## src/rtl/lock_loss_pkg.sv

```systemverilog
package lock_loss_pkg;
  localparam int unsigned SEL_W = 3;
  localparam int unsigned CODES = 1 << SEL_W;

  typedef struct packed {
    logic load;
    logic dec;
  } tmrStrobe_t;

  // Interval in ticks: each code step halves it; the last code gives baseTicks.
  function automatic int unsigned ticksFor(int unsigned baseTicks, logic [SEL_W-1:0] sel);
    return baseTicks << (CODES - 1 - int'(sel));
  endfunction
endpackage

```

## src/rtl/lock_timer_dp.sv

```systemverilog
module lock_timer_dp
  import lock_loss_pkg::*;
#(
  parameter int unsigned CNT_W   = 9,
  parameter int unsigned MAX_DUR = 256,
  parameter int unsigned RST_DUR = 16
) (
  input  logic             clk,
  input  logic             rst_n,
  input  tmrStrobe_t       strb,
  input  logic [CNT_W-1:0] loadVal,
  output logic             expired
);
  logic [CNT_W-1:0] remain;

  always_ff @(posedge clk or negedge rst_n) begin
    if (!rst_n)          remain <= CNT_W'(RST_DUR);
    else if (strb.load)  remain <= loadVal;
    else if (strb.dec)   remain <= remain - 1'b1;
  end

  assign expired = (remain == '0);


  step_by_one_chk: assert property (@(posedge clk) disable iff (!rst_n)
    !strb.load |=> (remain == $past(remain)) || (remain == $past(remain) - 1'b1));


  max_dur_chk: assert property (@(posedge clk) disable iff (!rst_n)
    remain <= CNT_W'(MAX_DUR));
endmodule

```

## src/rtl/lock_ctrl.sv

```systemverilog
module lock_ctrl
  import lock_loss_pkg::*;
#(
  parameter int unsigned CNT_W      = 9,
  parameter int unsigned BASE_TICKS = 2
) (
  input  logic             clk,
  input  logic             rst_n,
  input  logic             slipPulse,
  input  logic             calActive,
  input  logic             tick,
  input  logic [SEL_W-1:0] timeSel,
  input  logic             expired,
  output tmrStrobe_t       strb,
  output logic [CNT_W-1:0] loadVal,
  output logic             lost
);
  always_comb begin
    // Calibration holds the timer at full length, so the interval starts when it ends.
    strb.load = slipPulse | calActive;
    strb.dec  = tick & ~expired;
    loadVal   = CNT_W'(ticksFor(BASE_TICKS, timeSel));
    lost      = ~expired | calActive;
  end


  cal_forces_loss_chk: assert property (@(posedge clk) disable iff (!rst_n)
    calActive |-> lost);


  slip_gives_loss_chk: assert property (@(posedge clk) disable iff (!rst_n)
    slipPulse |=> lost);
endmodule

```

## src/rtl/lock_loss_detect.sv

```systemverilog
module lock_loss_detect
  import lock_loss_pkg::*;
#(
  parameter int unsigned BASE_TICKS = 2,
  parameter int unsigned RST_SEL    = 4
) (
  input  logic             clk,
  input  logic             rst_n,
  input  logic             slipPulse,
  input  logic             calActive,
  input  logic [SEL_W-1:0] timeSel,
  input  logic             pinActiveHigh,
  input  logic             tick,
  output logic             lossPin,
  output logic             lossStatus
);
  localparam int unsigned MAX_DUR = BASE_TICKS << (CODES - 1);
  localparam int unsigned RST_DUR = BASE_TICKS << (CODES - 1 - RST_SEL);
  localparam int unsigned CNT_W   = $clog2(MAX_DUR + 1);

  tmrStrobe_t       strb;
  logic [CNT_W-1:0] loadVal;
  logic             expired;
  logic             lost;

  lock_ctrl #(.CNT_W(CNT_W), .BASE_TICKS(BASE_TICKS)) ctrl_i (
    .clk(clk), .rst_n(rst_n), .slipPulse(slipPulse), .calActive(calActive),
    .tick(tick), .timeSel(timeSel), .expired(expired),
    .strb(strb), .loadVal(loadVal), .lost(lost)
  );

  lock_timer_dp #(.CNT_W(CNT_W), .MAX_DUR(MAX_DUR), .RST_DUR(RST_DUR)) dp_i (
    .clk(clk), .rst_n(rst_n), .strb(strb), .loadVal(loadVal), .expired(expired)
  );

  assign lossStatus = lost;
  assign lossPin    = pinActiveHigh ? lost : ~lost;


  pin_polarity_chk: assert property (@(posedge clk) disable iff (!rst_n)
    (lossPin ^ lossStatus) == !pinActiveHigh);
endmodule

```

## config.mk

```make
export PLATFORM = sky130hd
export DESIGN_NAME = lock_loss_detect
export DESIGN_NICKNAME = d
export VERILOG_FILES = /design/src/rtl/lock_loss_pkg.sv /design/src/rtl/lock_timer_dp.sv /design/src/rtl/lock_ctrl.sv /design/src/rtl/lock_loss_detect.sv
export SDC_FILE = /design/constraint.sdc
export NUM_CORES = 1
export LEC_CHECK = 0
export ABC_AREA = 1
export BUFFER_PORTS_ARGS = -buffer_cell sky130_fd_sc_hd__clkbuf_2
export CAP_MARGIN = 20
export CORE_MARGIN = 8
export CORE_UTILIZATION = 37
export CTS_CLUSTER_DIAMETER = 50
export DETAILED_ROUTE_END_ITERATION = 8
export SLEW_MARGIN = 20
export SYNTH_ARGS = -nofsm -noshare
export SYNTH_HDL_FRONTEND = slang
export SYNTH_SLANG_ARGS = --single-unit
```

## constraint.sdc

```tcl
create_clock -name clk -period 1.3 [get_ports clk]
set_input_delay 0.26 -clock clk [delete_from_list [all_inputs] [get_ports clk]]
set_output_delay 0.26 -clock clk [all_outputs]
set_load 0.05 [all_outputs]
```

==> impl_metrics.env <==
export IMPL_status="finished, violations left"
export IMPL_violations="negative setup slack"
export IMPL_final_common_cell="nand2_1"
export IMPL_final_setup_skew_ns=0.00813
export IMPL_p_seq_share_pct=26.3
export IMPL_fin_nets=160
export IMPL_port_buffers=10
export IMPL_hpwlAfterDp_um=1430
export IMPL_root_buffer="clkbuf_4"
export IMPL_design_area_um2=1180
export IMPL_cts_htree_levels=1
export IMPL_syn_num_nets=116
export IMPL_place_gp_congestion=0.819
export IMPL_fin_ws_ns=-0.551
export IMPL_cts_tree="done"
export IMPL_initialDrtViolationCount=38
export IMPL_comb_power_share_pct=55.5
export IMPL_placementRows=15
export IMPL_synth_seq_cells=9
export IMPL_p_int_uw=779
export IMPL_regMostFlops="dp_i.remain"
export IMPL_grtUsageTotal_pct=12.8
export IMPL_max_freq_mhz=540
export IMPL_clkPwrFrac_pct=18.1
export IMPL_avgViaCountPerCell=5.01
export IMPL_drt_total_wl_um=2190
export IMPL_first_global_vias=796
export IMPL_avgRoutedWirePerCell_um=12.6
export IMPL_top_regs="dp_i.remain: 9 flops"
export IMPL_grt_overflow=0
export IMPL_fp_dieW_um=59.4
export IMPL_diodes=0
export IMPL_slew_headroom_pct=81.9
export IMPL_power_switching_uw=511
export IMPL_ys_seq_area_share_pct=32.4
export IMPL_layout_common_cells="nand2_1, buf_4, nand3_1, inv_2"
export IMPL_die_area_um2=3530
export IMPL_synthCells=106
export IMPL_crit_start="dp_i.remain[0]$_DFFE_PN0P_"
export IMPL_fp_dieH_um=59.4
export IMPL_ys_warn_count=0
export IMPL_worstSetupStartpointType="register"
export IMPL_p_sw_share_pct=39.6
export IMPL_grt_max_degree=13
export IMPL_ios=11
export IMPL_slew_viol_final=0
export IMPL_clock_latency_ns=0.27
export IMPL_clk_transition_reported_paths_ns=0.06
export IMPL_r2r_start="dp_i.remain[0]$_DFFE_PN0P_"
export IMPL_syn_area_per_cell_um2=6.59
export IMPL_cap_violations=0
export IMPL_p_leak_nw=0.607
export IMPL_grt_pass1_wl_um=3500
export IMPL_syn_area_um2=698
export IMPL_vdd_drop_max_uv=785
export IMPL_numCtsBuffers=3
export IMPL_drcViolationCount=0
export IMPL_fin_crit_sh_pct=142
export IMPL_setup_viol=10
export IMPL_setup_tns_ns=-1.61
export IMPL_hold_class="in -> reg"
export IMPL_hp_start="slipPulse"
export IMPL_finalHoldViolations=0
export IMPL_worstPathArrival_ns=1.59
export IMPL_worstSetupEndpointType="output port"
export IMPL_ff2ff_path_depth=10
export IMPL_clock_sinks=9
export IMPL_area_growth_pct=69.0
export IMPL_antenna_found_initial=0
export IMPL_core_um2=1750
export IMPL_rsz0062_at_grt="yes"
export IMPL_post_route_min_period_ns=1.85
export IMPL_whs_path_depth=4
export IMPL_cts_buffer_depth=2
export IMPL_start_util_pct=40.0
export IMPL_place_area_um2=981
export IMPL_route_vias_total=872
export IMPL_crit_required_ns=1.04
export IMPL_power_density_nw_per_um2=1090
export IMPL_path_class="reg -> out"
export IMPL_finish_utilization_pct=67.6
export IMPL_largest_reg_flops=9
export IMPL_synth_cell_type_count=20
export IMPL_drtPass1Iterations=4
export IMPL_path_max_fanout=2
export IMPL_drive_gt1_share_pct=48.3
export IMPL_antenna_left=0
export IMPL_tightestPinTransition_ns=0.271
layout make-up:
class,count,area [um2]
Fill cell,157,566
Multi-Input combinational cell,80,517
Timing Repair Buffer,39,315
Sequential cell,9,226
Inverter,17,63.8
Tap cell,25,31.3
Clock buffer,4,26.3
stage by stage:
step / setup WS (ns) / hold WS (ns) / cells / total power [mW]
2_1_floorplan: -0.936 / -0.0356 / 106 / 0.646
3_3_place_gp: -0.294 / 0.139 / 160 / 0.881
3_5_place_dp: -0.326 / 0.141 / 160 / 0.892
4_1_cts: -0.568 / 0.301 / 172 / 1.22
5_1_grt: -0.606 / 0.305 / 174 / 1.37
6_report: -0.551 / 0.294 / 174 / 1.29
cells in the mapped netlist:
cell type	number	area share [%]
o21ai_0	4	2.9
nor2_4	2	3.2
nor2_2	1	0.90
nand2_2	1	0.90
nand2_1	30	16
a21oi_1	1	0.72
xnor2_1	1	1.3
nor2_1	11	5.9
nand4_1	4	3.6
nand2_4	2	3.2
buf_4	1	1.1
inv_1	10	5.4
o21ai_1	4	2.9
ha_1	1	1.8
dfstp_2	1	3.8
o31ai_1	1	1.1
nand3_1	14	10
nand3_2	2	2.9
inv_2	7	3.8
dfrtp_1	8	29
power groups by stage:
| stage | clock (mW) | combinational (mW) | sequential [mW] |
|---|---|---|---|
| after global routing | 0.249 | 0.780 | 0.342 |
| after CTS | 0.233 | 0.645 | 0.339 |
| after global placement | 0 | 0.539 | 0.342 |
| after floorplan | 0 | 0.298 | 0.348 |
| after detailed placement | 0 | 0.548 | 0.344 |
| final | 0.234 | 0.716 | 0.340 |
worst max-delay path, stage by stage, from the launching register on:
cell and delay, ns:
dfrtp_1 0.40, inv_2 0.09, ha_4 0.14, nand3_4 0.07, inv_2 0.06, nand4_1 0.09, buf_6 0.15, xnor2_4 0.17
buf_12 0.15
repair_timing:
| action | CTS | global route |
|---|---|---|
| setup buffers | 6 | 4 |
| hold buffers | 1 | 0 |
| pin swaps | 11 | 10 |
| gates resized for setup | 11 | 12 |
| gates cloned | 1 | 0 |
| endpoints found under the hold margin | 8 | 0 |
| endpoints found under the setup margin | 10 | 10 |
cell families after synthesis:
family	synth area share [%]
AOI/OAI and AO/OA	7.53
xor gates and xnor gates	1.25
adders and majority gates	1.79
buffers and inverters	10.2
DFF	32.4
and+or+nand+nor	46.8
worst paths after layout:
check | endpoint | slack (ns)
setup / recovery | lossPin | -0.55
hold / removal | dp_i.remain[8]$_DFFE_PN0P_ | 0.29
setup reg to reg | dp_i.remain[3]$_DFFE_PN0P_ | -0.11
hold reg to reg | dp_i.remain[7]$_DFFE_PN0P_ | 0.61
max in group asynchronous | dp_i.remain[4]$_DFFE_PN1P_ | 0.66
min in group asynchronous | dp_i.remain[7]$_DFFE_PN0P_ | 0.38
routing by layer:
| metal | track usage, % | share of wire (%) | wire [um] | up-vias |
|---|---|---|---|---|
| met2 | 21.7 | 52 | 1130 | 34 |
| met5 | 0 | 0 | 0 | - |
| li1 | - | - | - | 429 |
| met4 | 4.44 | 2.8 | 61 | 0 |
| met1 | 15.0 | 40 | 884 | 403 |
| met3 | 3.47 | 5.2 | 114 | 6 |
(Power assumes the default switching activity.)
